**src/rtl/int_exec_pkg.sv**
```systemverilog
package int_exec_pkg;

  localparam logic [5:0] FN_SLL  = 6'h00;
  localparam logic [5:0] FN_SRL  = 6'h02;
  localparam logic [5:0] FN_SRA  = 6'h03;
  localparam logic [5:0] FN_ADD  = 6'h20;
  localparam logic [5:0] FN_ADDU = 6'h21;
  localparam logic [5:0] FN_SUB  = 6'h22;
  localparam logic [5:0] FN_SUBU = 6'h23;
  localparam logic [5:0] FN_AND  = 6'h24;
  localparam logic [5:0] FN_OR   = 6'h25;
  localparam logic [5:0] FN_XOR  = 6'h26;
  localparam logic [5:0] FN_NOR  = 6'h27;
  localparam logic [5:0] FN_SLT  = 6'h2A;
  localparam logic [5:0] FN_SLTU = 6'h2B;

  typedef enum logic [3:0] {
    OP_NONE, OP_ADD, OP_SUB, OP_AND, OP_OR, OP_XOR, OP_NOR,
    OP_SLT, OP_SLTU, OP_SLL, OP_SRL, OP_SRA
  } opSel_e;

  typedef struct packed {
    opSel_e opSel;
    logic   useImm;
    logic   immSext;
    logic   trapEn;
    logic   legal;
  } ctrlStrobes_t;

endpackage

```
**src/rtl/int_exec_ctrl.sv**
```systemverilog
module int_exec_ctrl
  import int_exec_pkg::*;
(
  input  logic [5:0]   funct,
  input  logic         immMode,
  output ctrlStrobes_t strobes
);

  always_comb begin
    strobes         = '0;
    strobes.opSel   = OP_NONE;
    strobes.useImm  = immMode;
    unique case (funct)
      FN_SLL:  begin strobes.opSel = OP_SLL;  strobes.legal = 1'b1; end
      FN_SRL:  begin strobes.opSel = OP_SRL;  strobes.legal = 1'b1; end
      FN_SRA:  begin strobes.opSel = OP_SRA;  strobes.legal = 1'b1; end
      FN_ADD:  begin strobes.opSel = OP_ADD;  strobes.legal = 1'b1;
                     strobes.immSext = 1'b1;  strobes.trapEn = 1'b1; end
      FN_ADDU: begin strobes.opSel = OP_ADD;  strobes.legal = 1'b1;
                     strobes.immSext = 1'b1; end
      FN_SUB:  begin strobes.opSel = OP_SUB;  strobes.legal = 1'b1;
                     strobes.immSext = 1'b1;  strobes.trapEn = 1'b1; end
      FN_SUBU: begin strobes.opSel = OP_SUB;  strobes.legal = 1'b1;
                     strobes.immSext = 1'b1; end
      FN_AND:  begin strobes.opSel = OP_AND;  strobes.legal = 1'b1; end
      FN_OR:   begin strobes.opSel = OP_OR;   strobes.legal = 1'b1; end
      FN_XOR:  begin strobes.opSel = OP_XOR;  strobes.legal = 1'b1; end
      FN_NOR:  begin strobes.opSel = OP_NOR;  strobes.legal = 1'b1; end
      FN_SLT:  begin strobes.opSel = OP_SLT;  strobes.legal = 1'b1;
                     strobes.immSext = 1'b1; end
      FN_SLTU: begin strobes.opSel = OP_SLTU; strobes.legal = 1'b1;
                     strobes.immSext = 1'b1; end
      default: begin strobes.opSel = OP_NONE; end
    endcase
  end

endmodule

```
**src/rtl/int_exec_shifter.sv**
```systemverilog
module int_exec_shifter #(
  parameter int WIDTH = 32,
  localparam int SHAMT_W = $clog2(WIDTH)
) (
  input  logic [WIDTH-1:0]   value,
  input  logic [SHAMT_W-1:0] shamt,
  input  logic               arith,
  output logic [WIDTH-1:0]   leftOut,
  output logic [WIDTH-1:0]   rightOut
);

  logic [WIDTH-1:0] lStage [SHAMT_W+1];
  logic [WIDTH-1:0] rStage [SHAMT_W+1];
  logic             fillBit;

  assign fillBit   = arith & value[WIDTH-1];
  assign lStage[0] = value;
  assign rStage[0] = value;

  for (genvar k = 0; k < SHAMT_W; k++) begin : g_stage
    localparam int DIST = 1 << k;
    assign lStage[k+1] = shamt[k] ? {lStage[k][WIDTH-1-DIST:0], {DIST{1'b0}}}
                                  : lStage[k];
    assign rStage[k+1] = shamt[k] ? {{DIST{fillBit}}, rStage[k][WIDTH-1:DIST]}
                                  : rStage[k];
  end

  assign leftOut  = lStage[SHAMT_W];
  assign rightOut = rStage[SHAMT_W];

endmodule

```
**src/rtl/int_exec_datapath.sv**
```systemverilog
module int_exec_datapath
  import int_exec_pkg::*;
#(
  parameter int WIDTH = 32,
  parameter int IMM_W = 16,
  localparam int SHAMT_W = $clog2(WIDTH),
  localparam int EXT_W = WIDTH - IMM_W
) (
  input  logic [WIDTH-1:0]   opA,
  input  logic [WIDTH-1:0]   opB,
  input  logic [IMM_W-1:0]   imm,
  input  logic [SHAMT_W-1:0] shamt,
  input  ctrlStrobes_t       strobes,
  output logic [WIDTH-1:0]   result,
  output logic               ovf
);

  logic [WIDTH-1:0] immExt;
  logic [WIDTH-1:0] bEff;
  logic [WIDTH-1:0] sum;
  logic [WIDTH-1:0] diff;
  logic [WIDTH-1:0] shlOut;
  logic [WIDTH-1:0] shrOut;
  logic             sgnA;
  logic             sgnB;

  assign immExt = strobes.immSext ? {{EXT_W{imm[IMM_W-1]}}, imm}
                                  : {{EXT_W{1'b0}}, imm};
  assign bEff   = strobes.useImm ? immExt : opB;
  assign sum    = opA + bEff;
  assign diff   = opA - bEff;
  assign sgnA   = opA[WIDTH-1];
  assign sgnB   = bEff[WIDTH-1];

  int_exec_shifter #(.WIDTH(WIDTH)) u_shifter (
    .value   (opA),
    .shamt   (shamt),
    .arith   (strobes.opSel == OP_SRA),
    .leftOut (shlOut),
    .rightOut(shrOut)
  );

  always_comb begin
    result = '0;
    ovf    = 1'b0;
    unique case (strobes.opSel)
      OP_ADD:  begin
        result = sum;
        ovf    = (sgnA == sgnB) && (sum[WIDTH-1] != sgnA);
      end
      OP_SUB:  begin
        result = diff;
        ovf    = (sgnA != sgnB) && (diff[WIDTH-1] != sgnA);
      end
      OP_AND:  result = opA & bEff;
      OP_OR:   result = opA | bEff;
      OP_XOR:  result = opA ^ bEff;
      OP_NOR:  result = ~(opA | bEff);
      OP_SLT:  result = {{(WIDTH-1){1'b0}}, $signed(opA) < $signed(bEff)};
      OP_SLTU: result = {{(WIDTH-1){1'b0}}, opA < bEff};
      OP_SLL:  result = shlOut;
      OP_SRL,
      OP_SRA:  result = shrOut;
      default: result = '0;
    endcase
  end

  always_comb begin

    if ((strobes.opSel == OP_SLL || strobes.opSel == OP_SRL ||
         strobes.opSel == OP_SRA) && shamt == '0)
      zero_shift_chk: assert (result == opA);

    if (strobes.opSel != OP_ADD && strobes.opSel != OP_SUB)
      no_overflow_chk: assert (!ovf);
  end

endmodule

```
**src/rtl/int_exec_unit.sv**
```systemverilog
module int_exec_unit
  import int_exec_pkg::*;
#(
  parameter int WIDTH = 32,
  parameter int IMM_W = 16,
  localparam int SHAMT_W = $clog2(WIDTH)
) (
  input  logic [WIDTH-1:0]   opA,
  input  logic [WIDTH-1:0]   opB,
  input  logic [IMM_W-1:0]   imm,
  input  logic [SHAMT_W-1:0] shamt,
  input  logic [5:0]         funct,
  input  logic               immMode,
  output logic [WIDTH-1:0]   result,
  output logic               writeEn,
  output logic               trap
);

  ctrlStrobes_t strobes;
  logic         ovf;

  int_exec_ctrl u_ctrl (
    .funct  (funct),
    .immMode(immMode),
    .strobes(strobes)
  );

  int_exec_datapath #(.WIDTH(WIDTH), .IMM_W(IMM_W)) u_datapath (
    .opA    (opA),
    .opB    (opB),
    .imm    (imm),
    .shamt  (shamt),
    .strobes(strobes),
    .result (result),
    .ovf    (ovf)
  );

  assign trap    = ovf & strobes.trapEn;
  assign writeEn = strobes.legal & ~trap;

  always_comb begin

    trap_blocks_write_chk: assert (!(trap && writeEn));

    if (funct != FN_ADD && funct != FN_SUB)
      trap_code_chk: assert (!trap);

    if (funct == FN_SLT || funct == FN_SLTU)
      compare_bit_chk: assert (result[WIDTH-1:1] == '0);

    if (!strobes.legal)
      unknown_code_chk: assert (!writeEn && result == '0);
  end

endmodule

```
**config.mk**
```make
export PLATFORM = sky130hd
export DESIGN_NAME = int_exec_unit
export DESIGN_NICKNAME = d
export VERILOG_FILES = /design/src/rtl/int_exec_pkg.sv /design/src/rtl/int_exec_ctrl.sv /design/src/rtl/int_exec_shifter.sv /design/src/rtl/int_exec_datapath.sv /design/src/rtl/int_exec_unit.sv
export SDC_FILE = /design/constraint.sdc
export NUM_CORES = 1
export LEC_CHECK = 0
export BUFFER_PORTS_ARGS = -buffer_cell sky130_fd_sc_hd__buf_2
export CAP_MARGIN = 5
export CORE_MARGIN = 2
export CORE_UTILIZATION = 35
export DETAILED_ROUTE_END_ITERATION = 16
export GPL_ROUTABILITY_DRIVEN = 0
export SYNTH_ARGS = -nofsm -noshare
export SYNTH_HDL_FRONTEND = slang
export SYNTH_SLANG_ARGS = --single-unit
export TNS_END_PERCENT = 50
```
**constraint.sdc**
```tcl
create_clock -name vclk -period 5.9
set_input_delay 0.295 -clock vclk [all_inputs]
set_output_delay 0.295 -clock vclk [all_outputs]
set_load 0.005 [all_outputs]
```
==> impl_metrics.env, run 1 <==
export IMPL_cts_resized_gates=0
export IMPL_vdd_drop_max_mv=0.03201
export IMPL_cp_arrival_ns=4.48
export IMPL_dieArea_um2=27450
export IMPL_first_global_vias=9863
export IMPL_placed_area_um2=9893
export IMPL_fin_crit_sh_pct=81.01
export IMPL_synth_top_area_share_pct=13.27
export IMPL_p_per_area_nw_per_um2=99.67
export IMPL_outcome="completed"
export IMPL_hold_ws_ns=0.8661
export IMPL_netlist_instances=1341
export IMPL_synth_area_top_cells="ha_1 (13%), mux4_2 (12%), mux2i_1 (9.1%), a21oi_1 (7.5%), o21ai_0 (6.4%)"
export IMPL_worst_path_max_fanout=17
export IMPL_finalSetupTns_ns=0
export IMPL_fillCellCount=2837
export IMPL_rsz0062_at_grt="no"
export IMPL_core_area_um2=25840
export IMPL_timing_final_ws_setup_ns=1.120
export IMPL_drt_first_iter_violations=1661
export IMPL_pwr_share_clk_pct=0
export IMPL_path_buf_inv=4
export IMPL_vias=10920
export IMPL_crit_type="in -> out"
export IMPL_routedWlPerCell_um=22.23
export IMPL_drive_above_1_share_pct=16.44
export IMPL_syn2layout_area_growth_pct=8.137
export IMPL_overflow=0
export IMPL_combPwrFrac_pct=100.0
export IMPL_grt_first_pass_wirelength_um=57640
export IMPL_totalWireLength_um=38010
export IMPL_tightest_slew_ns=0.9834
export IMPL_portBuffers=126
export IMPL_swShare_pct=63.01
export IMPL_crit_path_end_kind="output port"
export IMPL_seqPwrFrac_pct=0
export IMPL_slew_violations=0
export IMPL_regArea_um2=0
export IMPL_hold_viol=0
export IMPL_synth_warnings=0
export IMPL_period_needed_ns=4.780
export IMPL_die_w_um=165.7
export IMPL_critical_path_top_delay_family="compound AO/OA/AOI/OAI gates"
export IMPL_multi_input_area_um2=8292
export IMPL_fin_util_pct=38.29
export IMPL_power_switching_mw=0.6214
export IMPL_slowest_stage="a211oi_1"
export IMPL_synth_distinct_cells=82
export IMPL_slowest_delay_ns=0.60
export IMPL_nClkBuffers=0
export IMPL_hold_buffers=0
export IMPL_setup_violations=0
export IMPL_yosysTopAreaCell="ha_1"
export IMPL_fin_nets=1568
export IMPL_seq_cells=0
export IMPL_grt_max_degree=78
export IMPL_routed_via_density=6.383
export IMPL_path_cells="buf_2 > nand2_1 > a2111oi_2 > buf_4 > a21o_1 > inv_1 > ha_1 > nand4_1 > nor2_1 > a211oi_1 > a31oi_1 > a211oi_1 > mux2i_1 > o311ai_2 > a211oi_2 > buf_2"
export IMPL_dr_pass1_iters=6
export IMPL_leakage_nw=4.459
export IMPL_synth_fp_nets=1532
export IMPL_required_ns=5.61
export IMPL_n_antenna_cell=0
export IMPL_syn_area_um2=9149
export IMPL_avgSynthCellArea_um2=6.822
export IMPL_hp_class="in -> out"
export IMPL_dp_final_hpwl_um=30040
export IMPL_route_detailed_drc=0
export IMPL_pre_cts_ws_ns=1.192
export IMPL_postLayoutCellArea_um2=9893
export IMPL_post_cts_buffers=0
export IMPL_drv_cap=0
export IMPL_antenna_found_initial=0
export IMPL_crit_path_start_kind="input port"
export IMPL_initial_core_util_pct=35.41
export IMPL_p_int_mw=0.3647
export IMPL_ant_nets=0
export IMPL_grt_util_all_layers_pct=25.95
export IMPL_ys_seq_area_share_pct=0
export IMPL_fp_dieH_um=165.7
export IMPL_slew_headroom_pct=34.44
export IMPL_fmax_ghz=0.2092
export IMPL_rows=59
export IMPL_boundaryPins=126
==> cell families after synthesis <==
logic type | share of synthesized area, %
buf+inv | 9.491
mux | 21.76
fa+ha+maj | 13.70
simple gates | 17.77
xor+xnor | 2.202
compound gates | 35.08
==> layout make-up <==
cell class,count,share of cell area (%)
Tap cell,335,4.237
Multi-Input combinational cell,1122,83.81
Timing Repair Buffer,144,7.816
Inverter,109,4.136
==> metal layers <==
layer  share of wire (%)  vias to the layer above  global-route usage [%]
li1                    -                     5028                       -
met1                  42                     5128                   37.05
met2                  44                      680                   40.70
met3                  10                       79                   3.130
met4                 3.8                        0                   8.242
met5                   0                        -                       0
==> cells in the mapped netlist (11+ instances only) <==
library cell / instances
mux2i_1: 83
a21oi_1: 138
a21o_1: 32
nor3_1: 36
nand3_1: 25
a31oi_1: 17
nand2b_1: 15
o22ai_1: 19
xnor2_1: 19
o21ai_0: 117
ha_1: 97
o221ai_1: 11
mux4_2: 47
o21ai_1: 14
buf_2: 16
inv_1: 99
nor2_1: 154
nand2_1: 89
clkbuf_1: 79
a221oi_1: 16
a211oi_1: 28
o211ai_1: 11
==> power groups by stage <==
stage | Clock [mW] | Combinational [mW] | Sequential [mW]
floorplan | 0 | 0.673 | 0
global placement | 0 | 0.950 | 0
detailed placement | 0 | 0.955 | 0
CTS | 0 | 0.960 | 0
global route | 0 | 1.07 | 0
finish | 0 | 0.986 | 0
==> worst paths after layout <==
check / startpoint / endpoint / slack [ns] / cells after the start
max: immMode / writeEn / 1.12 / 16
min: funct[4] / writeEn / 0.87 / 3
==> cells in the final DEF (no fill, tap or decap), types with 19 or more instances in the layout <==
cell      instances
buf_2           123
ha_1             97
a211oi_1         28
buf_4            21
xnor2_1          19
nor2_1          154
nand2_1          89
mux2i_1          83
a21o_1           32
inv_1            99
mux4_2           47
nand3_1          25
o22ai_1          19
a21oi_1         138
nor3_1           36
o21ai_0         117
==> metrics by stage <==
| stage | cells | power [mW] |
|---|---|---|
| 6_report | 1710 | 0.9861 |
| 3_3_place_gp | 1710 | 0.9501 |
| 4_1_cts | 1710 | 0.9602 |
| 5_1_grt | 1710 | 1.065 |
| 3_5_place_dp | 1710 | 0.9555 |
| 2_1_floorplan | 1341 | 0.6727 |
Power figures use the tool's default switching activity.
==> run 2: changes to the inputs <==
Clock period 5.9 ns to 4.21 ns, I/O delays scaled along.
==> run 2 against run 1 <==
Against the previous run: worst setup slack got worse by 1.0 ns; cell count up 3.1%; critical path depth shrank 2; highest routed layer unchanged; design area rose by 5.0%; utilization is 1.9 points higher; global-route usage grew 0.36 points; via count up 2.0%; flip-flop and latch count is the same.
==> impl_metrics.env, run 2 (same netlist as run 1, synthesis figures left out) <==
export IMPL_crit_type="in -> out"
export IMPL_portBuffers=126
export IMPL_first_global_vias=10380
export IMPL_slowest_stage="a311oi_1"
export IMPL_fin_nets=1618
export IMPL_grt_max_degree=78
export IMPL_pre_cts_ws_ns=0.01195
export IMPL_power_total_mw=1.461
export IMPL_placed_area_um2=10310
export IMPL_tightest_slew_ns=0.9848
export IMPL_grt_first_pass_wirelength_um=58960
export IMPL_crit_path_start_kind="input port"
export IMPL_path_buf_inv=4
export IMPL_layout_common_cells="nor2_1 (154), a21oi_1 (137), buf_2 (123)"
export IMPL_cp_startpoint="immMode"
export IMPL_path_cells="buf_2 > buf_6 > mux2i_2 > ha_1 > inv_2 > a311oi_1 > nand4_1 > a211o_1 > o31ai_4 > o31a_2 > xnor2_1 > a2111oi_2 > o21ai_1 > buf_2"
export IMPL_antenna_found_initial=3
export IMPL_vdd_drop_max_mv=0.07394
export IMPL_final_common_cell="nor2_1"
export IMPL_post_cts_buffers=0
export IMPL_period_needed_ns=4.085
export IMPL_slew_headroom_pct=34.35
export IMPL_rsz0062_at_grt="no"
export IMPL_dp_cells=1760
export IMPL_worst_path_max_fanout=13
export IMPL_dieArea_um2=27450
export IMPL_seq_cells=0
export IMPL_p_per_area_nw_per_um2=140.7
export IMPL_timing_final_ws_setup_ns=0.1246
export IMPL_finalSetupTns_ns=0
export IMPL_fmax_ghz=0.2448
export IMPL_setup_violations=0
export IMPL_slowest_delay_ns=0.43
export IMPL_regArea_um2=0
export IMPL_core_area_um2=25840
export IMPL_worstSetupPathDepth=14
export IMPL_overflow=0
export IMPL_fp_dieH_um=165.7
export IMPL_grt_util_all_layers_pct=26.31
export IMPL_route_detailed_drc=0
export IMPL_final_cells=1763
export IMPL_routed_via_density=6.317
export IMPL_die_w_um=165.7
export IMPL_postLayoutCellArea_um2=10390
export IMPL_nClkBuffers=0
export IMPL_vias=11140
export IMPL_required_ns=4.00
export IMPL_critical_path_top_delay_family="compound AO/OA/AOI/OAI gates"
export IMPL_drive_above_1_share_pct=20.28
export IMPL_crit_path_end_kind="output port"
export IMPL_outcome="completed"
export IMPL_hp_class="in -> out"
export IMPL_hold_ws_ns=0.7156
export IMPL_cp_arrival_ns=3.87
export IMPL_ant_nets=0
export IMPL_fin_crit_sh_pct=97.04
export IMPL_drt_first_iter_violations=1427
export IMPL_critical_path_most_common_cell="buf_2"
export IMPL_boundaryPins=126
export IMPL_initial_core_util_pct=35.41
export IMPL_leakage_nw=4.705
export IMPL_endpoint="result[29]"
export IMPL_hold_viol=0
export IMPL_dp_final_hpwl_um=30910
export IMPL_syn2layout_area_growth_pct=13.53
export IMPL_fin_util_pct=40.20
export IMPL_rows=59
export IMPL_hold_buffers=0
export IMPL_drv_cap=0
export IMPL_totalWireLength_um=38550
export IMPL_whs_path_depth=3
export IMPL_dr_pass1_iters=6
export IMPL_slew_violations=0
export IMPL_routedWlPerCell_um=21.87
## run 2: cell types whose count changed in the layout (fill, tap and decap cells not counted), moves of 2 or more
cell and delta:
ha_2 +2, buf_4 +47, a31oi_1 -2, ha_1 -2
mux2i_1 -4, buf_12 +2, a31oi_2 +2, a2111oi_4 +2
mux2i_2 +4, diode_2 +3
## run 2: repair_timing
item / in CTS / in global routing
cloned: 0 / 0
gates resized for setup: 1 / 15
setup endpoints to repair: 2 / 11
hold endpoints to repair: 0 / 0
pin swaps: 0 / 1
## run 2: worst min path at each step
stage,end,start
CTS,writeEn,funct[4]
global placement,writeEn,funct[4]
global route,writeEn,funct[4]
detailed placement,writeEn,funct[4]
floorplan,writeEn,funct[4]
finish,writeEn,funct[4]
## run 2: power breakdown
group             total, mW  switching [mW]  internal [mW]  leakage (nW)
clock          0.0000000756               0   0.0000000755     0.0000205
combinational          1.46           0.899          0.562          4.70
sequential                0               0              0             0
total                  1.46           0.899          0.562          4.70
## run 2: per-layer routing
metal | global-route usage (%) | vias to the layer above | wire length, µm
met4 | 9.905 | 0 | 1640
met1 | 36.24 | 5262 | 16080
met2 | 41.19 | 636 | 16830
met3 | 4.444 | 112 | 4004
met5 | 0 | - | 0
li1 | - | 5127 | -
## run 2: area by class of cell
type / instances / area [µm²]
tap: 335 / 419.2
fill: 2805 / 15450
multi-input combinational: 1122 / 8373
inverter: 109 / 409.1
antenna: 3 / 7.507
timing repair buffer: 194 / 1177
==> run 3: changes to the inputs <==
Settings changed: BUFFER_PORTS_ARGS -buffer_cell sky130_fd_sc_hd__buf_2 to unset, DONT_BUFFER_PORTS set to 1.
==> run 3 against run 2 <==
Against the previous run: die area is the same; critical path depth grew 1; first-iteration DRC count grew 7.9%; largest cell class unchanged; sequential share of layout area is the same; worst setup slack gained 0.11 ns; utilization shrank 4.2 points.
==> impl_metrics.env, run 3 (same netlist as run 1, synthesis figures left out) <==
export IMPL_combPwrFrac_pct=100.0
export IMPL_seqPwrFrac_pct=0
export IMPL_layout_common_cells="nor2_1 (154), a21oi_1 (138), o21ai_0 (117)"
export IMPL_ant_nets=0
export IMPL_pre_cts_ws_ns=0.1631
export IMPL_crit_path_end_kind="output port"
export IMPL_fp_dieH_um=165.7
export IMPL_power_switching_mw=0.7052
export IMPL_core_area_um2=25840
export IMPL_hold_viol=0
export IMPL_dp_final_hpwl_um=29170
export IMPL_boundaryPins=126
export IMPL_totalWireLength_um=37660
export IMPL_vias=10530
export IMPL_critical_path_top_delay_family="compound AO/OA/AOI/OAI gates"
export IMPL_fmax_ghz=0.2513
export IMPL_grt_max_degree=110
export IMPL_fillCellCount=2791
export IMPL_nClkBuffers=0
export IMPL_hold_buffers=0
export IMPL_vdd_drop_max_mv=0.03652
export IMPL_initial_core_util_pct=35.41
export IMPL_portBuffers=0
export IMPL_worst_path_max_fanout=9
export IMPL_cp_arrival_ns=3.77
export IMPL_required_ns=4.00
export IMPL_multi_input_area_um2=8309
export IMPL_worstSetupPathDepth=15
export IMPL_seq_cells=0
export IMPL_swShare_pct=60.04
export IMPL_slowest_delay_ns=0.45
export IMPL_tightest_slew_ns=1.143
export IMPL_drv_cap=0
export IMPL_dieArea_um2=27450
export IMPL_crit_type="in -> out"
export IMPL_leakage_nw=3.937
export IMPL_timing_final_ws_setup_ns=0.2300
export IMPL_setup_violations=0
export IMPL_period_needed_ns=3.980
export IMPL_die_w_um=165.7
export IMPL_fin_crit_sh_pct=94.54
export IMPL_n_antenna_cell=0
export IMPL_grt_first_pass_wirelength_um=57130
export IMPL_fin_nets=1445
export IMPL_routedWlPerCell_um=23.73
export IMPL_drt_first_iter_violations=1540
export IMPL_path_cells="nand2b_1 > a2111oi_4 > buf_4 > a21o_1 > inv_1 > ha_1 > nand4_1 > nor2_1 > a211oi_1 > a31oi_1 > buf_4 > a211oi_2 > mux2i_1 > o311ai_2 > a211oi_2"
export IMPL_p_int_mw=0.4694
export IMPL_slowest_stage="a211oi_1"
export IMPL_finalSetupTns_ns=0
export IMPL_rows=59
export IMPL_drive_above_1_share_pct=8.307
export IMPL_route_detailed_drc=0
export IMPL_cp_startpoint="funct[4]"
export IMPL_first_global_vias=9337
export IMPL_p_per_area_nw_per_um2=126.4
export IMPL_slew_headroom_pct=23.51
export IMPL_pwr_share_clk_pct=0
export IMPL_antenna_found_initial=0
export IMPL_grt_util_all_layers_pct=25.73
export IMPL_rsz0062_at_grt="no"
export IMPL_slew_violations=0
export IMPL_endpoint="writeEn"
export IMPL_outcome="completed"
export IMPL_syn2layout_area_growth_pct=1.600
export IMPL_final_common_cell="nor2_1"
export IMPL_path_buf_inv=3
export IMPL_hp_class="in -> out"
export IMPL_dr_pass1_iters=6
export IMPL_routed_via_density=6.638
export IMPL_overflow=0
export IMPL_power_total_mw=1.175
export IMPL_crit_path_start_kind="input port"
export IMPL_regArea_um2=0
run 3: cell types whose count changed in the layout (fill, tap and decap cells not counted), moves of 3 or more:
cell	before	now
mux2i_1	79	83
buf_4	68	21
mux2i_2	4	0
buf_2	123	0
diode_2	3	0
run 3: timing repair:
action | 4_1_cts | 5_1_grt
setup endpoints to repair | 0 | 2
endpoints found under the hold margin | 0 | 0
resized for setup | 0 | 1
setup buffers | 0 | 0
run 3: cell type report:
cell class                      count  area share (%)
Inverter                          109           4.402
Timing Repair Buffer               21           1.696
Multi-Input combinational cell   1122           89.39
Tap cell                          335           4.509
run 3: power by group through the flow:
| stage | Combinational (mW) | Clock (mW) | Sequential, mW |
|---|---|---|---|
| after floorplan | 0.943 | 0 | 0 |
| after global placement | 1.13 | 0 | 0 |
| after detailed placement | 1.14 | 0 | 0 |
| after CTS | 1.14 | 0 | 0 |
| after global routing | 1.27 | 0 | 0 |
| final | 1.17 | 0 | 0 |
run 3: routing by layer:
layer	GRT usage, %	wire length [µm]	up-vias
met2	41.02	16730	653
met1	35.44	15310	5005
li1	-	-	4789
met3	4.421	4100	87
met5	0	0	-
met4	8.015	1523	0
run 3: how the worst min path moves through the flow:
stage	from	end	slack, ns	cells after the start
finish	funct[4]	writeEn	0.44	1
global route	funct[4]	writeEn	0.44	1
CTS	funct[4]	writeEn	0.44	1
detailed placement	funct[4]	writeEn	0.44	1
global placement	funct[4]	writeEn	0.44	1
floorplan	funct[4]	writeEn	0.44	1
run 3: metrics by stage:
| step | cell area [µm²] | hold WS (ns) | instances | utilization, % |
|---|---|---|---|---|
| after floorplan | 9155 | 0.4406 | 1341 | - |
| after global routing | 9295 | 0.4428 | 1587 | 35.98 |
| after CTS | 9290 | 0.4423 | 1587 | 35.96 |
| after detailed placement | 9290 | 0.4429 | 1587 | 35.96 |
| after global placement | 9290 | 0.4430 | 1587 | 35.96 |
| final | 9295 | 0.4420 | 1587 | 35.98 |
